==> src/rtl/hfe_pkg.sv <==
`timescale 1ns/1ps
package hfe_pkg;
    localparam int WORD_W    = 32;
    localparam int DIG_N     = 5;
    localparam int DIN_N     = 16;
    localparam int LEN_W     = WORD_W - 5;
    localparam int BLK_BYTES = DIN_N * 4;
    localparam int WCNT_W    = $clog2(DIN_N + 1);
    localparam int IDX_W     = $clog2(DIN_N);
    localparam int ADDR_W    = 7;

    localparam logic [ADDR_W-1:0] OFS_CNT  = 7'h14;
    localparam logic [ADDR_W-1:0] OFS_CTRL = 7'h18;
    localparam logic [ADDR_W-1:0] OFS_DIN  = 7'h1C;
    localparam logic [ADDR_W-1:0] OFS_REV  = 7'h5C;
    localparam logic [ADDR_W-1:0] OFS_MASK = 7'h60;
    localparam logic [ADDR_W-1:0] OFS_STAT = 7'h64;

    localparam int CB_OUT   = 0;
    localparam int CB_IN    = 1;
    localparam int CB_ALGO  = 2;
    localparam int CB_INIT  = 3;
    localparam int CB_CLOSE = 4;
    localparam int CB_LEN   = 5;
    localparam int MB_IDLE  = 0;
    localparam int MB_SRST  = 1;
    localparam int MB_IE    = 2;
    localparam int MB_DMA   = 3;

    typedef enum logic [1:0] {PS_IDLE, PS_COLLECT, PS_RUN, PS_DONE} pass_state_e;

    typedef enum logic [2:0] {
        RG_NONE, RG_DIG, RG_CNT, RG_CTRL, RG_DIN, RG_REV, RG_MASK, RG_STAT
    } reg_sel_e;

    typedef struct packed {
        logic [DIG_N-1:0][WORD_W-1:0] dig;
        logic [WORD_W-1:0]            cnt;
        logic                         sha1;
        logic                         init;
        logic                         close;
        logic [LEN_W-1:0]             len;
        logic                         auto_idle;
        logic                         irq_en;
        logic                         dma_en;
        logic [DIN_N-1:0][WORD_W-1:0] blk;
    } regs_t;

    function automatic logic [WORD_W-1:0] std_iv(input logic sha1, input int w);
        case (w)
            0:       return 32'h67452301;
            1:       return 32'hEFCDAB89;
            2:       return 32'h98BADCFE;
            3:       return 32'h10325476;
            4:       return sha1 ? 32'hC3D2E1F0 : 32'h0;
            default: return '0;
        endcase
    endfunction
endpackage

==> src/rtl/hfe_addr_dec.sv <==
`timescale 1ns/1ps
module hfe_addr_dec
    import hfe_pkg::*;
(
    input  logic [ADDR_W-1:0] addr,
    output reg_sel_e          sel,
    output logic [IDX_W-1:0]  idx
);
    logic [ADDR_W-3:0] word_addr;
    logic [ADDR_W-3:0] din_word;

    assign word_addr = addr[ADDR_W-1:2];
    assign din_word  = word_addr - OFS_DIN[ADDR_W-1:2];

    always_comb begin
        sel = RG_NONE;
        idx = '0;
        if (addr[1:0] == 2'b00) begin
            if (addr < OFS_CNT) begin
                sel = RG_DIG;
                idx = IDX_W'(word_addr);
            end else if (addr == OFS_CNT) begin
                sel = RG_CNT;
            end else if (addr == OFS_CTRL) begin
                sel = RG_CTRL;
            end else if (addr < OFS_REV) begin
                sel = RG_DIN;
                idx = IDX_W'(din_word);
            end else if (addr == OFS_REV) begin
                sel = RG_REV;
            end else if (addr == OFS_MASK) begin
                sel = RG_MASK;
            end else if (addr == OFS_STAT) begin
                sel = RG_STAT;
            end
        end
    end
endmodule

==> src/rtl/hfe_soft_rst.sv <==
`timescale 1ns/1ps
module hfe_soft_rst #(
    parameter int RST_CYCLES = 4
) (
    input  logic clk,
    input  logic rst_n,
    input  logic trig,
    output logic busy
);
    localparam int CW = $clog2(RST_CYCLES + 1);

    logic [CW-1:0] cnt_d, cnt_q;

    always_comb begin
        cnt_d = cnt_q;
        if (cnt_q != '0) begin
            cnt_d = cnt_q - 1'b1;
        end else if (trig) begin
            cnt_d = CW'(RST_CYCLES);
        end
    end

    always_ff @(posedge clk or negedge rst_n) begin
        if (!rst_n) cnt_q <= '0;
        else        cnt_q <= cnt_d;
    end

    assign busy = (cnt_q != '0);

    AST_SRST_COUNTDOWN: assert property (@(posedge clk) disable iff (!rst_n)
        busy |=> (cnt_q == $past(cnt_q) - 1'b1));
    AST_SRST_FULL_LEN: assert property (@(posedge clk) disable iff (!rst_n)
        $rose(busy) |-> (cnt_q == CW'(RST_CYCLES)));
endmodule

==> src/rtl/hfe_pass_seq.sv <==
`timescale 1ns/1ps
module hfe_pass_seq
    import hfe_pkg::*;
(
    input  logic              clk,
    input  logic              rst_n,
    input  logic              clr,
    input  logic              go,
    input  logic [WCNT_W-1:0] need,
    input  logic              din_wr,
    input  logic              ack_out,
    input  logic              eng_done,
    output pass_state_e       state,
    output logic              in_ready,
    output logic              out_ready,
    output logic              eng_start,
    output logic              pass_end,
    output logic              din_take
);
    typedef struct packed {
        pass_state_e       st;
        logic [WCNT_W-1:0] wcnt;
        logic              start;
    } seq_t;

    seq_t d, q;

    always_comb begin
        d        = q;
        d.start  = 1'b0;
        pass_end = 1'b0;
        unique case (q.st)
            PS_IDLE: begin
                if (go) begin
                    d.st   = PS_COLLECT;
                    d.wcnt = '0;
                end
            end
            PS_COLLECT: begin
                if (din_wr) begin
                    if (q.wcnt + 1'b1 == need) begin
                        d.st    = PS_RUN;
                        d.wcnt  = '0;
                        d.start = 1'b1;
                    end else begin
                        d.wcnt = q.wcnt + 1'b1;
                    end
                end
            end
            PS_RUN: begin
                if (eng_done && !q.start) begin
                    d.st     = PS_DONE;
                    pass_end = 1'b1;
                end
            end
            PS_DONE: begin
                if (ack_out) d.st = PS_IDLE;
            end
            default: d.st = PS_IDLE;
        endcase
        if (clr) begin
            d        = '{st: PS_IDLE, wcnt: '0, start: 1'b0};
            pass_end = 1'b0;
        end
    end

    always_ff @(posedge clk or negedge rst_n) begin
        if (!rst_n) q <= '{st: PS_IDLE, wcnt: '0, start: 1'b0};
        else        q <= d;
    end

    assign state     = q.st;
    assign in_ready  = (q.st == PS_COLLECT);
    assign out_ready = (q.st == PS_DONE);
    assign eng_start = q.start;
    assign din_take  = (q.st == PS_COLLECT) && din_wr;

    AST_START_PULSE: assert property (@(posedge clk) disable iff (!rst_n)
        eng_start |=> !eng_start);
    AST_COLLECT_EXIT: assert property (@(posedge clk) disable iff (!rst_n)
        (in_ready && !clr) |=> (in_ready || eng_start));
    AST_OUT_FROM_DONE: assert property (@(posedge clk) disable iff (!rst_n)
        $rose(out_ready) |-> $past(eng_done));
    AST_IDLE_EMPTY: assert property (@(posedge clk) disable iff (!rst_n)
        (q.st == PS_IDLE) |-> (q.wcnt == '0));
endmodule

==> src/rtl/hfe_front.sv <==
`timescale 1ns/1ps
module hfe_front
    import hfe_pkg::*;
#(
    parameter int         RST_CYCLES = 4,
    parameter logic [3:0] REV_MAJOR  = 4'd2,
    parameter logic [3:0] REV_MINOR  = 4'd1
) (
    input  logic                      clk,
    input  logic                      rst_n,
    input  logic                      bus_sel,
    input  logic                      bus_wr,
    input  logic [ADDR_W-1:0]         bus_addr,
    input  logic [WORD_W-1:0]         bus_wdata,
    output logic [WORD_W-1:0]         bus_rdata,
    output logic                      irq,
    output logic                      dma_req,
    output logic                      eng_start,
    output logic                      eng_sha1,
    output logic                      eng_close,
    output logic [LEN_W-1:0]          eng_len,
    output logic [DIG_N*WORD_W-1:0]   eng_digest_in,
    output logic [WORD_W-1:0]         eng_count_in,
    output logic [DIN_N*WORD_W-1:0]   eng_block,
    input  logic                      eng_done,
    input  logic [DIG_N*WORD_W-1:0]   eng_digest_out
);
    regs_t                        q, d;
    reg_sel_e                     sel;
    logic [IDX_W-1:0]             idx;
    pass_state_e                  state;
    logic                         srst_busy, wr_ok, go, ack_out, srst_trig;
    logic                         din_wr, din_take, pass_end, in_ready, out_ready;
    logic [WCNT_W-1:0]            need;
    logic [DIG_N-1:0][WORD_W-1:0] base_dig;
    logic [WORD_W-1:0]            base_cnt;

    hfe_addr_dec u_dec (
        .addr (bus_addr),
        .sel  (sel),
        .idx  (idx)
    );

    hfe_soft_rst #(.RST_CYCLES(RST_CYCLES)) u_srst (
        .clk   (clk),
        .rst_n (rst_n),
        .trig  (srst_trig),
        .busy  (srst_busy)
    );

    assign wr_ok     = bus_sel && bus_wr && !srst_busy;
    assign go        = wr_ok && (sel == RG_CTRL) && (state == PS_IDLE)
                       && (bus_wdata[WORD_W-1:CB_LEN] != '0);
    assign ack_out   = wr_ok && (sel == RG_CTRL) && (state == PS_DONE) && bus_wdata[CB_OUT];
    assign srst_trig = wr_ok && (sel == RG_MASK) && bus_wdata[MB_SRST];
    assign din_wr    = wr_ok && (sel == RG_DIN);

    always_comb begin
        if (q.len > LEN_W'(BLK_BYTES)) need = WCNT_W'(DIN_N);
        else                           need = WCNT_W'((q.len + LEN_W'(3)) >> 2);
    end

    hfe_pass_seq u_seq (
        .clk       (clk),
        .rst_n     (rst_n),
        .clr       (srst_busy),
        .go        (go),
        .need      (need),
        .din_wr    (din_wr),
        .ack_out   (ack_out),
        .eng_done  (eng_done),
        .state     (state),
        .in_ready  (in_ready),
        .out_ready (out_ready),
        .eng_start (eng_start),
        .pass_end  (pass_end),
        .din_take  (din_take)
    );

    for (genvar w = 0; w < DIG_N; w++) begin : g_base
        assign base_dig[w] = q.init ? std_iv(q.sha1, w) : q.dig[w];
    end
    assign base_cnt = q.init ? '0 : q.cnt;

    always_comb begin
        d = q;
        if (wr_ok && (state == PS_IDLE)) begin
            case (sel)
                RG_DIG:  d.dig[idx[2:0]] = bus_wdata;
                RG_CNT:  d.cnt = bus_wdata;
                RG_CTRL: begin
                    d.sha1  = bus_wdata[CB_ALGO];
                    d.init  = bus_wdata[CB_INIT];
                    d.close = bus_wdata[CB_CLOSE];
                    d.len   = bus_wdata[WORD_W-1:CB_LEN];
                end
                default: ;
            endcase
        end
        if (wr_ok && (sel == RG_MASK)) begin
            d.auto_idle = bus_wdata[MB_IDLE];
            d.irq_en    = bus_wdata[MB_IE];
            d.dma_en    = bus_wdata[MB_DMA];
        end
        if (din_take) d.blk[idx] = bus_wdata;
        if (pass_end) begin
            d.dig = eng_digest_out;
            d.cnt = base_cnt + WORD_W'(q.len);
        end
        if (srst_busy) d = '0;
    end

    always_ff @(posedge clk or negedge rst_n) begin
        if (!rst_n) q <= '0;
        else        q <= d;
    end

    always_comb begin
        case (sel)
            RG_DIG:  bus_rdata = q.dig[idx[2:0]];
            RG_CNT:  bus_rdata = q.cnt;
            RG_CTRL: bus_rdata = {q.len, q.close, q.init, q.sha1, in_ready, out_ready};
            RG_REV:  bus_rdata = {24'b0, REV_MAJOR, REV_MINOR};
            RG_MASK: bus_rdata = {28'b0, q.dma_en, q.irq_en, 1'b0, q.auto_idle};
            RG_STAT: bus_rdata = {31'b0, !srst_busy};
            default: bus_rdata = '0;
        endcase
    end

    assign irq           = out_ready && q.irq_en;
    assign dma_req       = in_ready && q.dma_en;
    assign eng_sha1      = q.sha1;
    assign eng_close     = q.close;
    assign eng_len       = q.len;
    assign eng_digest_in = base_dig;
    assign eng_count_in  = base_cnt;
    assign eng_block     = q.blk;

    AST_DIG_LOCKED: assert property (@(posedge clk) disable iff (!rst_n)
        (wr_ok && (sel == RG_DIG) && (state != PS_IDLE) && !pass_end) |=> $stable(q.dig));
    AST_DMA_IN_COLLECT: assert property (@(posedge clk) disable iff (!rst_n)
        dma_req |-> (state == PS_COLLECT));
    AST_CNT_HOLD_RUN: assert property (@(posedge clk) disable iff (!rst_n)
        ((state == PS_RUN) && !pass_end && !srst_busy) |=> $stable(q.cnt));
endmodule

==> config.mk <==
export PLATFORM = sky130hd
export DESIGN_NAME = hfe_front
export DESIGN_NICKNAME = d
export VERILOG_FILES = /design/src/rtl/hfe_pkg.sv /design/src/rtl/hfe_addr_dec.sv /design/src/rtl/hfe_soft_rst.sv /design/src/rtl/hfe_pass_seq.sv /design/src/rtl/hfe_front.sv
export SDC_FILE = /design/constraint.sdc
export NUM_CORES = 2
export LEC_CHECK = 0
export BUFFER_PORTS_ARGS = -buffer_cell sky130_fd_sc_hd__buf_2
export CORE_AREA = 2 2 379 381
export CTS_BUF_LIST = sky130_fd_sc_hd__clkbuf_16
export DETAILED_ROUTE_END_ITERATION = 10
export DIE_AREA = 0 0 381 383
export SLEW_MARGIN = 20
export SYNTH_ARGS = -nofsm -noshare
export SYNTH_HDL_FRONTEND = slang
export SYNTH_SLANG_ARGS = --single-unit
==> constraint.sdc <==
create_clock -name clk -period 9.3 [get_ports clk]
set_clock_uncertainty 0.05 [all_clocks]
set_input_delay 0 -clock clk [delete_from_list [all_inputs] [get_ports clk]]
set_output_delay 0 -clock clk [all_outputs]
set_load 0.01 [all_outputs]
==> results.txt <==
The largest buffer count on any clock path is 3. The synthesized instance count came out at 4492. After legalization and detailed placement, the total HPWL measured 126000 microns. Leaving out fill and tap cells, the most frequent cell in the layout is sky130_fd_sc_hd__buf_2.

Setup repair after global routing left no endpoint under its margin. Leaving out fill and tap cells, the most frequent cells in the layout are sky130_fd_sc_hd__buf_2 (970), sky130_fd_sc_hd__dfrtp_1 (747), sky130_fd_sc_hd__nand2_1 (671). The number of global-route vias before repair was 35386; the number of flops mapped to enable cells by yosys was 0. The smallest clock period supported by the final layout is computed as 4400 ps.

The critical path in this run is classified as reg2reg. In this design, the critical path's most frequently occurring cell is sky130_fd_sc_hd__buf_4. After synthesis, the netlist uses 72 different library cells. Wires add up to 194000 microns. The run gives 0.397 as the met2 track utilization from global routing. The logs give 0 for the number of warning messages in the yosys log and 0.0769 for the global routing usage on met3.

Clock tree synthesis found a total of 748 sinks. For this design the static power due to leakage is 23.7 nW. For the all-layer global routing usage, the log shows 0.255. Setup violations remaining at the end of the flow were counted as 0. The run finished with clean final reports.

Pin placement for this block handled 972 I/O pins. For this run, the top clock speed supported by timing is 0.227 GHz. Clock tree synthesis inserted a total of 88 buffers.

Clock-pin slew was measured on the worst setup and hold paths at 60 ps. Power spread over the standard cell area amounts to 184 nW/um^2. For this run, the post-layout net count is 5179. For the final-report hold violation count, the log shows 0. Walking the worst path, the cells encountered are nor2_1, ha_1, nand3_1, nand3b_1, nor4b_4, buf_4, buf_4, nand2_1, buf_4, nand2_1, a21oi_1.

The slowest stage of the critical path belongs to the cell sky130_fd_sc_hd__buf_4. After routing the design area is 48400 sq um. In this run the worst path has a maximum fanout of 80. In this run the tool buffered the top-level ports with 971 buffer cells.

The delay contributed by the slowest stage of the critical path was 720 ps; the aggregate negative setup slack was 0 ps. The cell taking the most area after synthesis is sky130_fd_sc_hd__dfrtp_1. The ratio of cells with drive above 1 in the final layout is 0.263, and the share of the synthesized area in the top cell type is 0.461.

The initial standard-cell utilization of the core is 0.285, and the netlist area before placement is 40600 sq um. The most frequently used flop master after synthesis is sky130_fd_sc_hd__dfrtp_1. The run gives 0.937 as the final estimated routing congestion in global placement.

In the post-synthesis netlist, the biggest area contributors are sky130_fd_sc_hd__dfrtp_1 (46%), sky130_fd_sc_hd__buf_4 (10%), sky130_fd_sc_hd__nand2_1 (6.3%). The number of nets handed over by synthesis was 4730. The tools report the cell at the root of the clock tree as sky130_fd_sc_hd__clkbuf_16. STA classifies the critical path endpoint as a flip-flop.

The maximum vdd ir drop is 222 uV, and the via density per instance is 5.33. met2 is the most crowded layer. The tools report the number of H-tree branching levels as 3.

The die covers 146000 sq um. From synthesis to final layout, the design area changed by 19.2%. The count of nets left with antenna violations once routing finished came out at 0. Die height: 383 microns.

Entering global routing, the biggest net connects 232 pins. Data on the critical path is required at its endpoint by 9770 ps. The number of antenna violations at the first check in global routing was 40; the remaining routing DRC violations was 0. The post-CTS setup-driven buffer insertion count came out at 0.

The cell area after placement is 43100 sq um. The global-route congestion overflow total is 0. The number of pins with negative max-slew slack in the final report was 0.

The worst min-delay path class was in2reg. Clock latency on the worst-skew pair, taken at its later pin, is 730 ps. The portion of the clock cycle consumed by the worst path in the final layout is 0.473, and the met1 track utilization from global routing is 0.313. In the final routed layout, each cell accounts on average for 27.9 microns. The reported max-cap violation count is 0. After the first detailed-routing iteration, the DRC count stood at 4220.

The worst slew slack as a fraction of its limit came out at 0.190. After synthesis the netlist holds a flip-flop and latch count of 748. The run gives 0.461 as the register area share after synthesis. TritonCTS built the clock tree. The logs give 7 for the iteration count of the initial detailed-routing pass and 270000 microns for the global-route wire length before repair. STA classifies the critical path startpoint as a flip-flop.

At the pin with the least slew margin, the transition time is 1210 ps. The share of flip-flops with an asynchronous set or reset after synthesis was 1.00. The die is 381 microns wide.

The total core area was 142000 sq um; the data arrival time of the critical path was 4870 ps. For the site row count, the log shows 139. The routed via count is 36998, and the average cell area after synthesis is 9.04 sq um.
==> path summary, 6_finish.rpt <==
check                                            startpoint                     endpoint  slack [ps]  cells past startpoint
min in group asynchronous                             rst_n    eng_block[36]$_DFFE_PN0P_         210                      3
worst min register to register  u_srst.cnt_q[2]$_DFFE_PN0P_  u_srst.cnt_q[2]$_DFFE_PN0P_         440                      2
max in group asynchronous                             rst_n   eng_block[309]$_DFFE_PN0P_        6930                      6
worst max register to register  u_srst.cnt_q[0]$_DFFE_PN0P_   eng_block[410]$_DFFE_PN0P_        4900                     11
worst max-delay path            u_srst.cnt_q[0]$_DFFE_PN0P_   eng_block[410]$_DFFE_PN0P_        4900                     11
worst min-delay path                     eng_digest_out[96]           q[673]$_DFFE_PN0P_          50                      4
==> what timing repair did <==
| item | CTS | global route |
|---|---|---|
| hold endpoints to repair | 722 | 0 |
| endpoints found under the setup margin | 0 | 0 |
| hold buffers | 235 | 0 |
| gates resized for setup | 0 | 0 |
==> cells by family (layout without fill, tap and decap cells) <==
kind of cell / count (synthesis) / in the layout / share of synthesized area
xor gates and xnor gates: 30 / 30 / 0.00647
adders and majority gates: 34 / 34 / 0.0107
AOI/OAI and AO/OA: 947 / 947 / 0.142
muxes: 238 / 238 / 0.0674
and+or+nand+nor: 1527 / 1527 / 0.171
DFF: 748 / 748 / 0.461
buffers and inverters: 968 / 1485 / 0.142
other: 0 / 29 / 0
==> per-stage QoR <==
stage / utilization / hold WS, ps / power (mW) / setup slack [ps] / cells
after global placement: 0.303 / 155 / 5.36 / 4840 / 6518
after floorplan: - / -346 / 4.55 / 6020 / 4492
after detailed placement: 0.303 / 154 / 5.37 / 4720 / 6518
after global routing: 0.340 / 59.1 / 9.17 / 4550 / 6933
final: 0.340 / 51.2 / 8.89 / 4900 / 6941
after CTS: 0.339 / 3.20 / 8.89 / 4720 / 6911
==> registers in the layout, summed over array words and instances (netlist names) <==
signal           count
q                  196
u_srst.cnt_q         3
u_seq.q              5
u_seq.state          2
eng_close            1
u_seq.eng_start      1
eng_len             27
eng_block          512
eng_sha1             1
==> critical path, delay by kind of cell, from the launching register on <==
| family | cells | cell delay (ps) |
|---|---|---|
| DFF | 1 | 400 |
| and+or+nand+nor | 6 | 1740 |
| adders and majority gates | 1 | 380 |
| AOI/OAI and AO/OA | 1 | 60 |
| buffers and inverters | 3 | 1450 |
==> cell type report <==
cell class	count	area, sq um
sequential	748	18700
antenna	29	72.6
clock buffer	88	2200
timing repair buffer	1295	8030
multi-input combinational	2776	16300
clock inverter	70	579
tap	1903	2380
fill	14850	93900
inverter	32	128
==> cell usage after synthesis (3+ instances only) <==
cell,number
sky130_fd_sc_hd__a221oi_1,3
sky130_fd_sc_hd__a21boi_0,4
sky130_fd_sc_hd__nor2_2,3
sky130_fd_sc_hd__o22ai_1,5
sky130_fd_sc_hd__a21oi_1,431
sky130_fd_sc_hd__a22oi_1,14
sky130_fd_sc_hd__mux2i_1,208
sky130_fd_sc_hd__o221ai_1,4
sky130_fd_sc_hd__a21o_1,12
sky130_fd_sc_hd__nor4_1,16
sky130_fd_sc_hd__xor2_1,9
sky130_fd_sc_hd__nor2_1,229
sky130_fd_sc_hd__or3_1,4
sky130_fd_sc_hd__o21ai_0,148
sky130_fd_sc_hd__ha_1,33
sky130_fd_sc_hd__a221o_1,28
sky130_fd_sc_hd__a211oi_1,5
sky130_fd_sc_hd__nor3_1,11
sky130_fd_sc_hd__and2_1,6
sky130_fd_sc_hd__inv_1,31
sky130_fd_sc_hd__or4_1,4
sky130_fd_sc_hd__mux4_2,28
sky130_fd_sc_hd__and3_1,12
sky130_fd_sc_hd__xnor2_1,21
sky130_fd_sc_hd__nor2b_1,117
sky130_fd_sc_hd__o21bai_1,5
sky130_fd_sc_hd__nand2_1,677
sky130_fd_sc_hd__nand4_1,8
sky130_fd_sc_hd__nand2b_1,7
sky130_fd_sc_hd__dfrtp_1,748
sky130_fd_sc_hd__or2_2,67
sky130_fd_sc_hd__o211ai_1,11
sky130_fd_sc_hd__a31oi_1,7
sky130_fd_sc_hd__buf_2,72
sky130_fd_sc_hd__clkbuf_1,310
sky130_fd_sc_hd__nor4_4,3
sky130_fd_sc_hd__o21a_1,5
sky130_fd_sc_hd__o21ai_1,85
sky130_fd_sc_hd__nor3b_1,5
sky130_fd_sc_hd__a32oi_1,160
sky130_fd_sc_hd__buf_1,15
sky130_fd_sc_hd__buf_4,539
sky130_fd_sc_hd__nand3_1,344
==> where the power goes <==
| group | internal, mW | leakage [nW] | switching (mW) |
|---|---|---|---|
| combinational | 0.460 | 11.9 | 1.54 |
| sequential | 3.35 | 10.4 | 0.0999 |
| clock | 1.90 | 1.44 | 1.54 |
| total | 5.71 | 23.7 | 3.18 |
==> per-layer routing <==
| layer | vias to the layer above | routed length, microns |
|---|---|---|
| li1 | 15838 | - |
| met1 | 18387 | 74000 |
| met2 | 2226 | 88000 |
| met3 | 543 | 20200 |
| met4 | 4 | 11800 |
| met5 | - | 33 |
No activity file was read; power rests on OpenSTA's default activity.
